## config.mk

```make
export PLATFORM = sky130hd
export DESIGN_NAME = exp_audio_synth
export DESIGN_NICKNAME = d
export VERILOG_FILES = /design/src/rtl/eas_pkg.sv /design/src/rtl/eas_divider.sv /design/src/rtl/eas_regdec.sv /design/src/rtl/eas_pulse.sv /design/src/rtl/eas_saw.sv /design/src/rtl/exp_audio_synth.sv
export SDC_FILE = /design/constraint.sdc
export NUM_CORES = 1
export LEC_CHECK = 0
export ABC_AREA = 1
export BUFFER_PORTS_ARGS = -buffer_cell sky130_fd_sc_hd__buf_2
export CAP_MARGIN = 20
export CORE_ASPECT_RATIO = 0.6
export CORE_MARGIN = 4
export CORE_UTILIZATION = 40
export CTS_CLUSTER_SIZE = 16
export DETAILED_ROUTE_END_ITERATION = 16
export GPL_ROUTABILITY_DRIVEN = 0
export PLACE_DENSITY = 0.61
export SYNTH_ARGS = -nofsm -noshare
export SYNTH_HDL_FRONTEND = slang
export SYNTH_SLANG_ARGS = --single-unit
```

## constraint.sdc

```tcl
create_clock -name clk -period 11.55 [get_ports clk]
set_clock_uncertainty 0.1 [all_clocks]
set_input_delay 1.155 -clock clk [delete_from_list [all_inputs] [get_ports clk]]
set_output_delay 1.155 -clock clk [all_outputs]
set_load 0.1 [all_outputs]
```

## src/rtl/eas_pkg.sv

```systemverilog
package eas_pkg;
  localparam int PER_W      = 12;
  localparam int VOL_W      = 4;
  localparam int DUTY_W     = 3;
  localparam int STEP_W     = 4;
  localparam int RATE_W     = 6;
  localparam int ACC_W      = 8;
  localparam int SAW_W      = 5;
  localparam int SMP_W      = 16;
  localparam int SAW_PHASES = 14;
  localparam int PULSE_BASE = -15360;
  localparam int PULSE_STEP = 2048;
  localparam int SAW_BASE   = -15872;
  localparam int SAW_STEP   = 1024;
  localparam int MIX_DIV    = 6;
  localparam int SMP_MAX    = 2 ** (SMP_W - 1) - 1;
  localparam int SMP_MIN    = -(2 ** (SMP_W - 1));

  function automatic int pulse_level(input logic [VOL_W-1:0] n);
    return PULSE_BASE + PULSE_STEP * int'(n);
  endfunction

  function automatic int saw_level(input logic [SAW_W-1:0] n);
    return SAW_BASE + SAW_STEP * int'(n);
  endfunction

  // Sum of the three mapped levels, divided (toward zero) and saturated.
  function automatic logic signed [SMP_W-1:0] mix3(input logic [VOL_W-1:0] a,
                                                   input logic [VOL_W-1:0] b,
                                                   input logic [SAW_W-1:0] s);
    int sum;
    int q;
    sum = pulse_level(a) + pulse_level(b) + saw_level(s);
    q = sum / MIX_DIV;
    if (q > SMP_MAX) q = SMP_MAX;
    else if (q < SMP_MIN) q = SMP_MIN;
    return q[SMP_W-1:0];
  endfunction
endpackage

```

## src/rtl/eas_divider.sv

```systemverilog
module eas_divider #(
  parameter int W = 12
) (
  input  logic         clk,
  input  logic         rst_n,
  input  logic [W-1:0] period,
  output logic         step
);
  logic [W-1:0] count;
  logic [W-1:0] dec;

  assign dec  = count - W'(1);
  assign step = (dec == '0);

  always_ff @(posedge clk) begin
    if (!rst_n) count <= '0;
    else        count <= step ? period : dec;
  end

  AST_RELOAD_ON_STEP: assert property (@(posedge clk) disable iff (!rst_n)
    step |=> count == $past(period));
  AST_COUNT_DOWN: assert property (@(posedge clk) disable iff (!rst_n)
    !step |=> count == $past(count) - W'(1));
endmodule

```

## src/rtl/eas_regdec.sv

```systemverilog
module eas_regdec #(
  parameter int         NCH  = 3,
  parameter int         REGS = 3,
  parameter logic [3:0] BASE = 4'h9
) (
  input  logic                wr_en,
  input  logic [15:0]         addr,
  input  logic                swap,
  output logic [NCH*REGS-1:0] stb
);
  logic [1:0] sel;
  logic       unused_mid;

  assign sel        = swap ? {addr[0], addr[1]} : addr[1:0];
  assign unused_mid = ^addr[11:2];

  always_comb begin
    stb = '0;
    for (int c = 0; c < NCH; c++) begin
      if (wr_en && addr[15:12] == BASE + 4'(c) && int'(sel) < REGS)
        stb[c*REGS + int'(sel)] = 1'b1;
    end
  end
endmodule

```

## src/rtl/eas_pulse.sv

```systemverilog
module eas_pulse
  import eas_pkg::*;
(
  input  logic             clk,
  input  logic             rst_n,
  input  logic [2:0]       wstb,
  input  logic [7:0]       wdata,
  output logic [VOL_W-1:0] level
);
  localparam int LO_W = 8;
  localparam int HI_W = PER_W - LO_W;

  logic              force_hi;
  logic [DUTY_W-1:0] duty;
  logic [VOL_W-1:0]  vol;
  logic              on;
  logic [PER_W-1:0]  period;
  logic [STEP_W-1:0] stepc;
  logic [STEP_W-1:0] stepc_nx;
  logic              step;

  eas_divider #(.W(PER_W)) u_div (
    .clk(clk), .rst_n(rst_n), .period(period), .step(step)
  );

  always_ff @(posedge clk) begin
    if (!rst_n) begin
      force_hi <= 1'b0;
      duty     <= '0;
      vol      <= '0;
      on       <= 1'b0;
      period   <= '0;
    end else begin
      if (wstb[0]) begin
        force_hi <= wdata[7];
        duty     <= wdata[6:4];
        vol      <= wdata[3:0];
      end
      if (wstb[1]) period[LO_W-1:0] <= wdata;
      if (wstb[2]) begin
        period[PER_W-1:LO_W] <= wdata[HI_W-1:0];
        on                   <= wdata[7];
      end
    end
  end

  assign stepc_nx = stepc + STEP_W'(1);

  always_ff @(posedge clk) begin
    if (!rst_n) begin
      stepc <= '0;
      level <= '0;
    end else begin
      if (step) stepc <= stepc_nx;
      if (!on) level <= '0;
      else if (step)
        level <= (force_hi || stepc_nx < STEP_W'(duty)) ? vol : '0;
    end
  end

  AST_PULSE_OFF_SILENT: assert property (@(posedge clk) disable iff (!rst_n)
    !on |=> level == '0);
  AST_PULSE_FORCE_HIGH: assert property (@(posedge clk) disable iff (!rst_n)
    (on && force_hi && step) |=> level == $past(vol));
  AST_PULSE_HOLD: assert property (@(posedge clk) disable iff (!rst_n)
    (on && !step) |=> level == $past(level));
endmodule

```

## src/rtl/eas_saw.sv

```systemverilog
module eas_saw
  import eas_pkg::*;
(
  input  logic             clk,
  input  logic             rst_n,
  input  logic [2:0]       wstb,
  input  logic [7:0]       wdata,
  output logic [SAW_W-1:0] level
);
  localparam int LO_W = 8;
  localparam int HI_W = PER_W - LO_W;
  localparam int PH_W = $clog2(SAW_PHASES);
  localparam logic [PH_W-1:0] LAST = PH_W'(SAW_PHASES - 1);

  logic [RATE_W-1:0] rate;
  logic              on;
  logic [PER_W-1:0]  period;
  logic [PH_W-1:0]   phase, phase_nx;
  logic [ACC_W-1:0]  acc, acc_nx;
  logic              step;
  logic              unused_b6;

  assign unused_b6 = wdata[6];

  eas_divider #(.W(PER_W)) u_div (
    .clk(clk), .rst_n(rst_n), .period(period), .step(step)
  );

  always_ff @(posedge clk) begin
    if (!rst_n) begin
      rate   <= '0;
      on     <= 1'b0;
      period <= '0;
    end else begin
      if (wstb[0]) rate <= wdata[RATE_W-1:0];
      if (wstb[1]) period[LO_W-1:0] <= wdata;
      if (wstb[2]) begin
        period[PER_W-1:LO_W] <= wdata[HI_W-1:0];
        on                   <= wdata[7];
      end
    end
  end

  always_comb begin
    acc_nx   = acc;
    phase_nx = phase;
    if (step) begin
      if (phase == LAST) begin
        acc_nx   = '0;
        phase_nx = '0;
      end else begin
        if (!phase[0]) acc_nx = acc + ACC_W'(rate);
        phase_nx = phase + PH_W'(1);
      end
    end
  end

  always_ff @(posedge clk) begin
    if (!rst_n) begin
      acc   <= '0;
      phase <= '0;
      level <= '0;
    end else begin
      acc   <= acc_nx;
      phase <= phase_nx;
      level <= on ? acc_nx[ACC_W-1 -: SAW_W] : '0;
    end
  end

  AST_SAW_WRAP: assert property (@(posedge clk) disable iff (!rst_n)
    (step && phase == LAST) |=> acc == '0);
  AST_SAW_ODD_HOLD: assert property (@(posedge clk) disable iff (!rst_n)
    (step && phase[0] && phase != LAST) |=> acc == $past(acc));
  AST_SAW_PHASE_RANGE: assert property (@(posedge clk) disable iff (!rst_n)
    phase <= LAST);
  AST_SAW_OFF_SILENT: assert property (@(posedge clk) disable iff (!rst_n)
    !on |=> level == '0);
endmodule

```

## src/rtl/exp_audio_synth.sv

```systemverilog
module exp_audio_synth
  import eas_pkg::*;
#(
  parameter logic [3:0] BASE_NIBBLE = 4'h9
) (
  input  logic                    clk,
  input  logic                    rst_n,
  input  logic                    swap_lines,
  input  logic                    wr_en,
  input  logic [15:0]             wr_addr,
  input  logic [7:0]              wr_data,
  output logic signed [SMP_W-1:0] sample
);
  localparam int NPULSE = 2;
  localparam int NCH    = NPULSE + 1;
  localparam int REGS   = 3;

  logic [NCH*REGS-1:0] stb;
  logic [VOL_W-1:0]    plev [NPULSE];
  logic [SAW_W-1:0]    slev;

  eas_regdec #(.NCH(NCH), .REGS(REGS), .BASE(BASE_NIBBLE)) u_dec (
    .wr_en(wr_en), .addr(wr_addr), .swap(swap_lines), .stb(stb)
  );

  for (genvar g = 0; g < NPULSE; g++) begin : g_pulse
    eas_pulse u_pulse (
      .clk(clk), .rst_n(rst_n),
      .wstb(stb[g*REGS +: REGS]), .wdata(wr_data), .level(plev[g])
    );
  end

  eas_saw u_saw (
    .clk(clk), .rst_n(rst_n),
    .wstb(stb[NPULSE*REGS +: REGS]), .wdata(wr_data), .level(slev)
  );

  always_ff @(posedge clk) begin
    if (!rst_n) sample <= mix3('0, '0, '0);
    else        sample <= mix3(plev[0], plev[1], slev);
  end

  AST_SINGLE_TARGET: assert property (@(posedge clk) disable iff (!rst_n)
    $onehot0(stb));
  AST_MIX_SPAN: assert property (@(posedge clk) disable iff (!rst_n)
    (sample >= -16'sd7766) && (sample <= 16'sd7766));
  AST_MIX_FOLLOWS: assert property (@(posedge clk) disable iff (!rst_n)
    ($stable(plev[0]) && $stable(plev[1]) && $stable(slev)) |=> $stable(sample));
endmodule

```

==> results of run 1 <==
stage by stage:
| stage | power (mW) | worst slack (ns) |
|---|---|---|
| finish | 1.44 | 1.87 |
| global route | 1.52 | 0.862 |
| CTS | 1.45 | 1.84 |
| detailed placement | 0.906 | 1.85 |
| global placement | 0.901 | 1.90 |
| floorplan | 0.839 | 3.27 |
area by class of cell:
class                   count  share of cell area (%)
multi-input cells         824                    50.1
flip-flops and latches    146                    30.6
inverters                 190                    7.54
clock buffers              20                    4.68
well taps                 279                    3.66
repair buffers             37                    2.04
clock inverters            12                    1.39
routing by layer:
layer / GRT usage [%] / wire [µm] / vias up
met5: 0 / 0 / -
met4: 3.07 / 103 / 0
met3: 3.19 / 831 / 12
met2: 21.7 / 7040 / 131
met1: 26.6 / 10900 / 3272
li1: - / - / 3911
report_power, final:
| part | leakage, nW | switching, mW | internal (mW) |
|---|---|---|---|
| Combinational | 2.79 | 0.202 | 0.114 |
| Sequential | 1.19 | 0.0357 | 0.551 |
| Clock | 0.276 | 0.217 | 0.324 |
| Total | 4.26 | 0.454 | 0.989 |
how the worst min path moves through the flow:
| stage | end | startpoint | depth (start not counted) |
|---|---|---|---|
| 3_5_place_dp | u_saw.u_div.count[4]$_SDFF_PN0_ | u_saw.period[4]$_SDFFE_PN0P_ | 2 |
| 4_1_cts | u_saw.u_div.count[9]$_SDFF_PN0_ | u_saw.period[9]$_SDFFE_PN0P_ | 2 |
| 2_1_floorplan | g_pulse[1].u_pulse.force_hi$_SDFFE_PN0P_ | g_pulse[1].u_pulse.force_hi$_SDFFE_PN0P_ | 2 |
| 6_report | u_saw.u_div.count[9]$_SDFF_PN0_ | u_saw.period[9]$_SDFFE_PN0P_ | 2 |
| 5_1_grt | u_saw.u_div.count[10]$_SDFF_PN0_ | u_saw.period[10]$_SDFFE_PN0P_ | 2 |
| 3_3_place_gp | u_saw.u_div.count[10]$_SDFF_PN0_ | u_saw.period[10]$_SDFFE_PN0P_ | 2 |
cell usage in the layout, fill, tap and decap left out, types with 3 or more instances in the layout:
cell and instances:
o21ai_2 3, dfxtp_1 146, o21ai_1 10, or2_2 5
o31ai_1 3, buf_4 4, nand2_2 15, nor4_1 5
nor2_1 92, nand2_4 10, clkinv_1 7, inv_2 12
inv_1 169, a211oi_1 16, o22ai_1 4, nand3_1 64
clkinv_2 4, xnor2_1 22, nand3_2 17, clkbuf_16 17
nor2_2 5, o21ai_0 77, buf_2 33, o211ai_1 3
a21oi_1 118, clkinv_4 3, nor3_1 13, ha_1 44
nand2_1 227, clkinvlp_4 3, nand3_4 7, nand4_1 11
fa_1 5, xor2_1 19
logic make-up after synthesis:
| group | Yosys count | share of synthesized area [%] |
|---|---|---|
| xor gates and xnor gates | 42 | 4.38 |
| and+or+nand+nor | 484 | 27.9 |
| buffers and inverters | 221 | 10.1 |
| DFF | 146 | 34.1 |
| other | 1 | 0.0438 |
| AOI/OAI and AO/OA | 248 | 15.8 |
| adders and majority gates | 49 | 7.59 |
flip-flops by register name, summed over array words and instances (netlist names), 4 cells and up:
signal,count
g_pulse.u_pulse.duty,6
g_pulse.u_pulse.level,8
g_pulse.u_pulse.period,24
g_pulse.u_pulse.stepc,8
g_pulse.u_pulse.u_div.count,24
g_pulse.u_pulse.vol,8
sample,16
u_saw.acc,8
u_saw.level,5
u_saw.period,12
u_saw.phase,4
u_saw.rate,6
u_saw.u_div.count,12
worst register-to-register path: cells and delay by family (launching register included):
kind / cells / cell delay [ns]
AOI/OAI and AO/OA: 2 / 0.38
xor gates and xnor gates: 2 / 0.31
adders and majority gates: 12 / 3.24
buffers and inverters: 12 / 0.89
DFF: 1 / 0.30
and+or+nand+nor: 36 / 4.34
==> metrics.md, run 1 <==
| Metric | Value |
|---|---|
| Finished Layout Cells | between 1500 and 2000 |
| Post-route ant nets | 0 |
| Worst setup SP type | register |
| Port buffer count | 33 |
| I/O pin count | 44 |
| Vias in the first global route | 6603 |
| Crit path buf inv count | 12 |
| Max clock buf depth | 2 |
| Final setup viols | 0 |
| Avg Cell Area, Syn | roughly 7 µm² |
| Drt first pass iters | 5 |
| Placed Area | between 0.008 and 0.009 mm² |
| Mapped Cells | approximately 1200 |
| Hold Crit Class | reg -> reg |
| Worst setup path endpoint | sample[6]$_SDFF_PN0_ |
| Clock latency on the worst-skew pair | 0.41 ns |
| Finished Core Util | ~45% |
| Power per cell area | about 150 mW/mm² |
| Postcts setup bufs | 0 |
| Slack of the worst reg-to-reg path | about 1.9 ns |
| Worst path max stage delay | ~0.53 ns |
| Status | complete, no violations |
| Total grt overflow | 0 |
| Critical path peak fanout | 17 |
| Antenna Cells | 0 |
| Worst setup EP type | register |
| Top post-synthesis cells by count | nand2_1, inv_1, dfxtp_1 |
| Crit. Startpoint | u_saw.level[2]$_SDFF_PN0_ |
| DRT iter0 DRCs | ~430 |
| Core Box Area | between 0.02 and 0.025 mm² |
| Final net count | between 1000 and 1500 |
| Placed cell count | 1476 |
| Post-route design area | around 0.0095 mm² |
| Worst Reg-to-Reg Cells | between 60 and 70 |
| Worst slew pin tran | 1.03 ns |
| Die boundary height | around 120 µm |
| Tcrit/Tclk final | 83.9% |
| TritonCTS Buffers | 17 |
| Slowest cell on the critical path | nor2_2 |
| Layout cells sized above 1 | 12.4% |
| Via-to-Cell Ratio | 4.86 |
| CTS tree | done |
| Initial Util | 40.7% |
| Clk slew on worst S/H paths | approximately 0.060 ns |
| Reg2Reg Capture Point | sample[6]$_SDFF_PN0_ |
| Syn_nets | 1268 |
| Syn Std Cell Area | around 0.0086 mm² |
| Tmin final | around 9.7 ns |
| RSZ-0062 raised after global routing | no |
| H-tree depth | 4 |
| Leakage | between 4 and 5 nW |
| DRC | 0 |
| Worst path arrival time | 9.87 ns |
| Fin Hold WS | around 0.36 ns |
| Area growth syn-to-layout | 11.4% |
| Fraction of registers with async set/reset | 0% |
| Hold buffer count at cts | 0 |
| FILL cells | ~2100 |
| Root Driver | clkbuf_16 |
| Most common cell in the synthesized netlist | nand2_1 |
| Largest delay share family, worst path | simple AND/OR/NAND/NOR gates |
| Yosys top cell area share | 34.1% |
| Yosys warns | 0 |
| Critical path class | reg -> reg |
| Final WL | approximately 19 mm |
| Slew HR | between 30% and 40% |
| Pin count of the biggest net entering global routing | 68 |
| Primary FF master, synth | dfxtp_1 |
| Reg area | between 0.002 and 0.003 mm² |
| CP dominant cell by count | nand2_1 |
| Final hold vios | 0 |
| Routed length per instance | between 10 and 15 µm |
| Max Clk Rate | around 0.10 GHz |
| Placed wire-length estimate | 14.1 mm |
| First-pass GRT wire length | ~32 mm |
| Antenna violations before repair | 0 |
| Synth top area cells | dfxtp_1, nand2_1, inv_1 |
| Yosys top cell by area | dfxtp_1 |
| Post-cts gate resize count | 0 |
| Critical R2R Launch | u_saw.level[2]$_SDFF_PN0_ |
| Die W | around 200 µm |
| Critical Path RT | roughly 12 ns |
| #FFs+latches synth | between 100 and 150 |
| EDFF count, synth | 0 |
| Pins Over Slew Limit | 0 |
| Via Count | approximately 7300 |
| Row Count | 41 |
| CTS sink cnt | ~150 |
| GRT Util Overall | between 15 and 20% |
| TNS Setup | 0 ns |
| Peak supply drop | between 0.0001 and 0.00015 V |
| Synth unique cells | 56 |
| Max_cap viols | 0 |
| Multi-input logic area | between 0.004 and 0.005 mm² |
| Die Footprint | around 0.024 mm² |
| Post-synthesis sequential area ratio | 34.1% |
| Stages on the worst setup path | 64 |
No activity file was read; power rests on OpenSTA's default activity.
==> inputs of run 2 (changes only) <==
clock period = 9.05 ns   (was 11.55 ns; I/O delays follow)
==> run 2 against run 1 <==
Non-clock buffer count rose by 42. Critical path type unchanged. First-iteration DRC count decreased by 20%. Clock-buffer cell count decreased by 2. Register-to-register slack got worse by 1.3 ns. Worst setup slack got worse by 1.3 ns. Cell count rose by 2.9%. Clock power rose by 23%.
==> metrics.md, run 2 (synthesis gave the netlist of run 1 again) <==
| Metric | Value |
|---|---|
| Status | complete, no violations |
| Reg2Reg Capture Point | sample[4]$_SDFF_PN0_ |
| Hold Crit Class | reg -> reg |
| Max Clk Rate | 0.118 GHz (+15%) |
| Slowest cell on the critical path | fa_1 |
| Antenna Cells | 0 (unchanged) |
| DRC | 0 (unchanged) |
| Worst setup EP type | register |
| Dpl ws | -0.244 ns (-2.09 ns) |
| Final hold vios | 0 (unchanged) |
| Max clock buf depth | 2 (unchanged) |
| Slack of the worst reg-to-reg path | 0.60 ns (-1.26 ns) |
| Vias in the first global route | 6681 (+1.2%) |
| Antenna violations before repair | 0 (unchanged) |
| Worst setup margin | 0.601 ns (-1.26 ns) |
| Die W | 197 µm (unchanged) |
| Power per cell area | 180 mW/mm² (+19%) |
| CP dominant cell by count | inv_1 |
| Final setup viols | 0 (unchanged) |
| Routed length per instance | 12.9 µm (+2.9%) |
| Hold buffer count at cts | 0 (unchanged) |
| Final net count | 1337 (+3.4%) |
| Total grt overflow | 0 (unchanged) |
| Clock latency on the worst-skew pair | 0.42 ns (about the same) |
| TritonCTS Buffers | 17 (unchanged) |
| Finished Layout Cells | 1552 (+2.9%) |
| Root Driver | clkbuf_16 |
| Max_cap viols | 0 (unchanged) |
| Placed cell count | 1487 (+0.75%) |
| Worst slew pin tran | 0.907 ns (-0.125 ns) |
| Worst setup SP type | register |
| Via-to-Cell Ratio | 4.86 (+0.14%) |
| Worst path max stage delay | 0.49 ns (-0.04 ns) |
| HP Start | u_saw.period[11]$_SDFFE_PN0P_ |
| Reg area | 0.00292 mm² (unchanged) |
| DRT iter0 DRCs | 343 (-20%) |
| FILL cells | 2092 (-0.90%) |
| Clk slew on worst S/H paths | 0.06 ns (about the same) |
| Post-route ant nets | 0 (unchanged) |
| Multi-input logic area | 0.00507 mm² (+6.1%) |
| Hold path endpoint | u_saw.u_div.count[11]$_SDFF_PN0_ |
| Via Count | 7550 (+3.1%) |
| Overall Power | 1.82 mW (+26%) |
| Hold Crit Depth | 2 (unchanged) |
| Drt first pass iters | 5 (unchanged) |
| Worst Reg-to-Reg Cells | 61 (-4.7%) |
| Pins Over Slew Limit | 0 (unchanged) |
| CTS sink cnt | 146 (unchanged) |
| Critical Path RT | 9.21 ns (-2.53 ns) |
| Die boundary height | 121 µm (unchanged) |
| Fin Hold WS | 0.359 ns (-0.00209 ns) |
| Peak supply drop | 0.000131 V (+26%) |
| Port buffer count | 33 (unchanged) |
| Placed wire-length estimate | 14.5 mm (+2.7%) |
| Most frequent cells in the layout | nand2_1, inv_1, dfxtp_1 |
| First-pass GRT wire length | 33.1 mm (+2.8%) |
| H-tree depth | 4 (unchanged) |
| Area growth syn-to-layout | 18.5% |
| CTS tree | done |
| Slew HR | 39.1% (+8.4 points) |
| Leakage | 4.49 nW (+5.4%) |
| Critical R2R Launch | g_pulse[0].u_pulse.level[1]$_SDFFE_PN0P_ |
| Pin count of the biggest net entering global routing | 68 (unchanged) |
| Die Footprint | 0.0239 mm² (unchanged) |
| Row Count | 41 (unchanged) |
| GRT Util Overall | 16.9% (+0.60 points) |
| Commonest non-fill, non-tap cell in the layout | nand2_1 |
| Critical path peak fanout | 6 (-11) |
| I/O pin count | 44 (unchanged) |
| Layout cells sized above 1 | 18.9% (+6.5 points) |
| Biggest regs | g_pulse.u_pulse.period x24, g_pulse.u_pulse.u_div.count x24, sample x16 |
| Core Box Area | 0.0210 mm² (unchanged) |
| Critical path class | reg -> reg |
| Worst path arrival time | 8.61 ns (-1.26 ns) |
| Initial Util | 40.7% (unchanged) |
| Final WL | 20.0 mm (+5.9%) |
| Tcrit/Tclk final | 93.4% (+9.5 points) |
| Tmin final | 8.45 ns (-1.24 ns) |
## run 2: changes by cell type in the layout (fill, tap and decap cells not counted), moves of 5 or more
cell / change
inv_1: -5
buf_4: +41
nand2_1: -13
ha_4: +5
ha_1: -7
nand2_2: +10
nand3_4: +6
## run 2: what timing repair did
| action | in CTS | in global routing |
|---|---|---|
| setup endpoints to repair | 5 | 6 |
| buffers inserted | 2 | 28 |
| gates resized for setup | 1 | 66 |
| cloned | 0 | 2 |
| pin swaps | 1 | 26 |
| endpoints found under the hold margin | 0 | 0 |
## run 2: where the power goes
part           leakage (nW)  switching, mW  total [mW]  internal, mW
combinational          3.04          0.258       0.407         0.149
clock                 0.261          0.286       0.668         0.381
sequential             1.19         0.0453       0.748         0.703
total                  4.49          0.590        1.82          1.23
## run 2: routing by layer
metal	routed length [µm]	share of wire [%]	track usage (%)
met1	11400	57	27.8
met2	7630	38	22.2
met3	814	4.1	2.97
met4	166	0.83	3.68
met5	0	0	0
## run 2: final cells by class
class | count | share of cell area (%)
Clock buffer | 18 | 4.23
Tap cell | 279 | 3.44
Sequential cell | 146 | 28.8
Clock inverter | 14 | 1.31
Multi-Input combinational cell | 826 | 50.0
Inverter | 190 | 7.12
Timing Repair Buffer | 79 | 5.15
## run 2: how the worst max path moves through the flow
stage	startpoint	to	slack [ns]	cells past startpoint
2_1_floorplan	u_saw.level[2]$_SDFF_PN0_	sample[4]$_SDFF_PN0_	0.77	65
3_5_place_dp	g_pulse[0].u_pulse.level[1]$_SDFFE_PN0P_	sample[6]$_SDFF_PN0_	-0.24	65
3_3_place_gp	u_saw.level[2]$_SDFF_PN0_	sample[6]$_SDFF_PN0_	-0.12	63
6_report	g_pulse[0].u_pulse.level[1]$_SDFFE_PN0P_	sample[4]$_SDFF_PN0_	0.60	61
5_1_grt	u_saw.level[2]$_SDFF_PN0_	sample[2]$_SDFF_PN0_	-0.10	66
4_1_cts	g_pulse[0].u_pulse.level[1]$_SDFFE_PN0P_	sample[6]$_SDFF_PN0_	0.03	66
## run 2: stage by stage
stage	TNS, ns	utilization [%]	instance area (µm²)
4_1_cts	0	45.8	9630
2_1_floorplan	0	-	8570
3_3_place_gp	-0.328	43.0	9040
3_5_place_dp	-0.830	43.0	9050
6_report	0	48.3	10200
5_1_grt	-0.416	48.3	10200
## run 2: critical path: cells and delay by family, from the launching register on
family          cells  cell delay (ns)
flops               1             0.33
compound gates      8             0.80
buf+inv            13             1.07
simple gates       30             3.32
fa+ha+maj           9             2.46
xor+xnor            1             0.22
==> inputs of run 3 (changes only) <==
BUFFER_PORTS_ARGS = -buffer_cell sky130_fd_sc_hd__buf_4   (was -buffer_cell sky130_fd_sc_hd__buf_2)
REMOVE_ABC_BUFFERS = 1   (was default)
SETUP_SLACK_MARGIN = 0.02   (was default)
==> run 3 against run 2 <==
Cell count barely moved. Die area did not move. Critical path type unchanged. Sequential share of layout area fell by 0.24 points. Wire length rose by 2.2%. Critical path depth rose by 5. Worst setup slack got worse by 0.028 ns. Final area rose by 0.99%.
==> metrics.md, run 3 (synthesis gave the netlist of run 1 again) <==
| Metric | Value |
|---|---|
| Worst setup EP type | register |
| Antenna violations before repair | 0 (unchanged) |
| Worst path max stage delay | 0.55 ns (+0.06 ns) |
| Worst slew pin tran | 0.956 ns (+0.0487 ns) |
| Post-route ant nets | 0 (unchanged) |
| Power per cell area | 179 mW/mm² (-0.17%) |
| Final hold vios | 0 (unchanged) |
| Hold Crit Class | reg -> reg |
| Antenna Cells | 0 (unchanged) |
| Clk slew on worst S/H paths | 0.07 ns (about the same) |
| TNS Setup | 0 ns (unchanged) |
| CP dominant cell by count | nand2_2 |
| Peak supply drop | 0.000159 V (+22%) |
| Clock latency on the worst-skew pair | 0.43 ns (about the same) |
| I/O pin count | 44 (unchanged) |
| Leakage | 4.53 nW (+1.0%) |
| Max clock buf depth | 2 (unchanged) |
| Core Box Area | 0.0210 mm² (unchanged) |
| DRC | 0 (unchanged) |
| Final setup viols | 0 (unchanged) |
| Max_cap viols | 0 (unchanged) |
| Pin count of the biggest net entering global routing | 68 (unchanged) |
| Port buffer count | 33 (unchanged) |
| Placed wire-length estimate | 14.6 mm (+0.92%) |
| Die W | 197 µm (unchanged) |
| Die boundary height | 121 µm (unchanged) |
| Commonest non-fill, non-tap cell in the layout | nand2_1 |
| Tcrit/Tclk final | 93.7% (+0.31 points) |
| Critical Path RT | 9.33 ns (+0.12 ns) |
| H-tree depth | 4 (unchanged) |
| Dpl ws | -0.142 ns (+0.103 ns) |
| Via Count | 7569 (+0.25%) |
| Slew HR | 35.9% (-3.3 points) |
| Status | complete, no violations |
| Drt first pass iters | 5 (unchanged) |
| Biggest regs | g_pulse.u_pulse.period x24, g_pulse.u_pulse.u_div.count x24, sample x16 |
| Die Footprint | 0.0239 mm² (unchanged) |
| Critical path class | reg -> reg |
| Reg2Reg Capture Point | sample[4]$_SDFF_PN0_ |
| Worst setup SP type | register |
| GRT Util Overall | 17.4% (+0.53 points) |
| Via-to-Cell Ratio | 4.87 (+0.19%) |
| Max Clk Rate | 0.118 GHz (-0.33%) |
| Hold path endpoint | g_pulse[1].u_pulse.u_div.count[8]$_SDFF_PN0_ |
| CTS sink cnt | 146 (unchanged) |
| Total grt overflow | 0 (unchanged) |
| Most frequent cells in the layout | nand2_1, inv_1, dfxtp_1 |
| Critical path peak fanout | 8 (+2) |
| DRT iter0 DRCs | 479 (+40%) |
| Final net count | 1338 (+0.075%) |
| Root Driver | clkbuf_16 |
| Slack of the worst reg-to-reg path | 0.57 ns (-0.03 ns) |
| Worst path arrival time | 8.75 ns (+0.14 ns) |
| TritonCTS Buffers | 17 (unchanged) |
| Slowest cell on the critical path | fa_1 |
| Hold Crit Depth | 2 (unchanged) |
| Initial Util | 40.7% (unchanged) |
| First-pass GRT wire length | 33.7 mm (+1.7%) |
| Worst Reg-to-Reg Cells | 66 (+8.2%) |
| Row Count | 41 (unchanged) |
| HP Start | g_pulse[1].u_pulse.period[8]$_SDFFE_PN0P_ |
| Routed length per instance | 13.2 µm (+2.1%) |
| Final WL | 20.4 mm (+2.2%) |
| Area growth syn-to-layout | 19.6% |
| Critical R2R Launch | u_saw.level[2]$_SDFF_PN0_ |
| Vias in the first global route | 6856 (+2.6%) |
| Tmin final | 8.48 ns (+0.0280 ns) |
| Worst setup margin | 0.573 ns (-0.0280 ns) |
| Layout cells sized above 1 | 19.9% (+0.93 points) |
| Pins Over Slew Limit | 0 (unchanged) |
| CTS tree | done |
-- run 3: changes by cell type in the layout (fill, tap and decap cells not counted), sizes merged --
cell,delta
buf,+2
clkinv,+2
clkbuf,+3
clkinvlp,-3
nand2,-1
inv,-2
-- run 3: per-layer routing --
metal	up-vias	share of wire, %	GRT usage, %
met5	-	0	0
met1	3423	57	28.2
met3	14	4.4	3.27
li1	4011	-	-
met4	0	0.92	4.42
met2	121	38	22.9
-- run 3: worst max-delay path by stage --
stage          slack [ns]                                startpoint                    to  depth (start not counted)
5_1_grt             -0.07                 u_saw.level[2]$_SDFF_PN0_  sample[4]$_SDFF_PN0_                         72
4_1_cts              0.09  g_pulse[0].u_pulse.level[1]$_SDFFE_PN0P_  sample[4]$_SDFF_PN0_                         68
3_5_place_dp        -0.14  g_pulse[0].u_pulse.level[1]$_SDFFE_PN0P_  sample[4]$_SDFF_PN0_                         69
6_report             0.57                 u_saw.level[2]$_SDFF_PN0_  sample[4]$_SDFF_PN0_                         66
3_3_place_gp        -0.02  g_pulse[0].u_pulse.level[1]$_SDFFE_PN0P_  sample[4]$_SDFF_PN0_                         65
2_1_floorplan        0.59                 u_saw.level[2]$_SDFF_PN0_  sample[4]$_SDFF_PN0_                         65
-- run 3: final cells by class --
class	count	area, µm²
timing repair buffer	81	628
fill	2026	10800
tap	279	349
clock inverter	11	106
inverter	190	719
clock buffer	21	460
multi-input combinational	825	5060
sequential	146	2930
-- run 3: per-stage QoR --
| step | hold WS [ns] | utilization [%] | instance area (µm²) | power, mW | std cells |
|---|---|---|---|---|---|
| after floorplan | 0.329 | - | 8420 | 1.07 | 1160 |
| after global placement | 0.350 | 43.8 | 9210 | 1.16 | 1498 |
| after detailed placement | 0.353 | 43.8 | 9220 | 1.16 | 1499 |
| after CTS | 0.362 | 46.6 | 9810 | 1.85 | 1533 |
| after global routing | 0.384 | 48.7 | 10300 | 1.95 | 1553 |
| final | 0.359 | 48.7 | 10300 | 1.84 | 1553 |
-- run 3: critical path, delay by kind of cell (launching register included) --
family	cells	cell delay (ns)
adders and majority gates	12	3.10
DFF	1	0.31
buffers and inverters	15	1.13
xor gates and xnor gates	1	0.18
and+or+nand+nor	35	3.07
AOI/OAI and AO/OA	3	0.53
-- run 3: what timing repair did --
action,in CTS,in global routing
endpoints found under the setup margin,4,6
resized for setup,1,75
gates cloned,0,1
hold buffers,0,0
buffers inserted,2,19
hold endpoints to repair,0,0
pin swaps,1,37
-- run 3: where the power goes --
group | switching (mW) | internal, mW | total [mW] | leakage [nW]
Sequential | 0.0451 | 0.702 | 0.748 | 1.19
Clock | 0.287 | 0.394 | 0.681 | 0.270
Combinational | 0.257 | 0.152 | 0.409 | 3.08
Total | 0.590 | 1.25 | 1.84 | 4.53
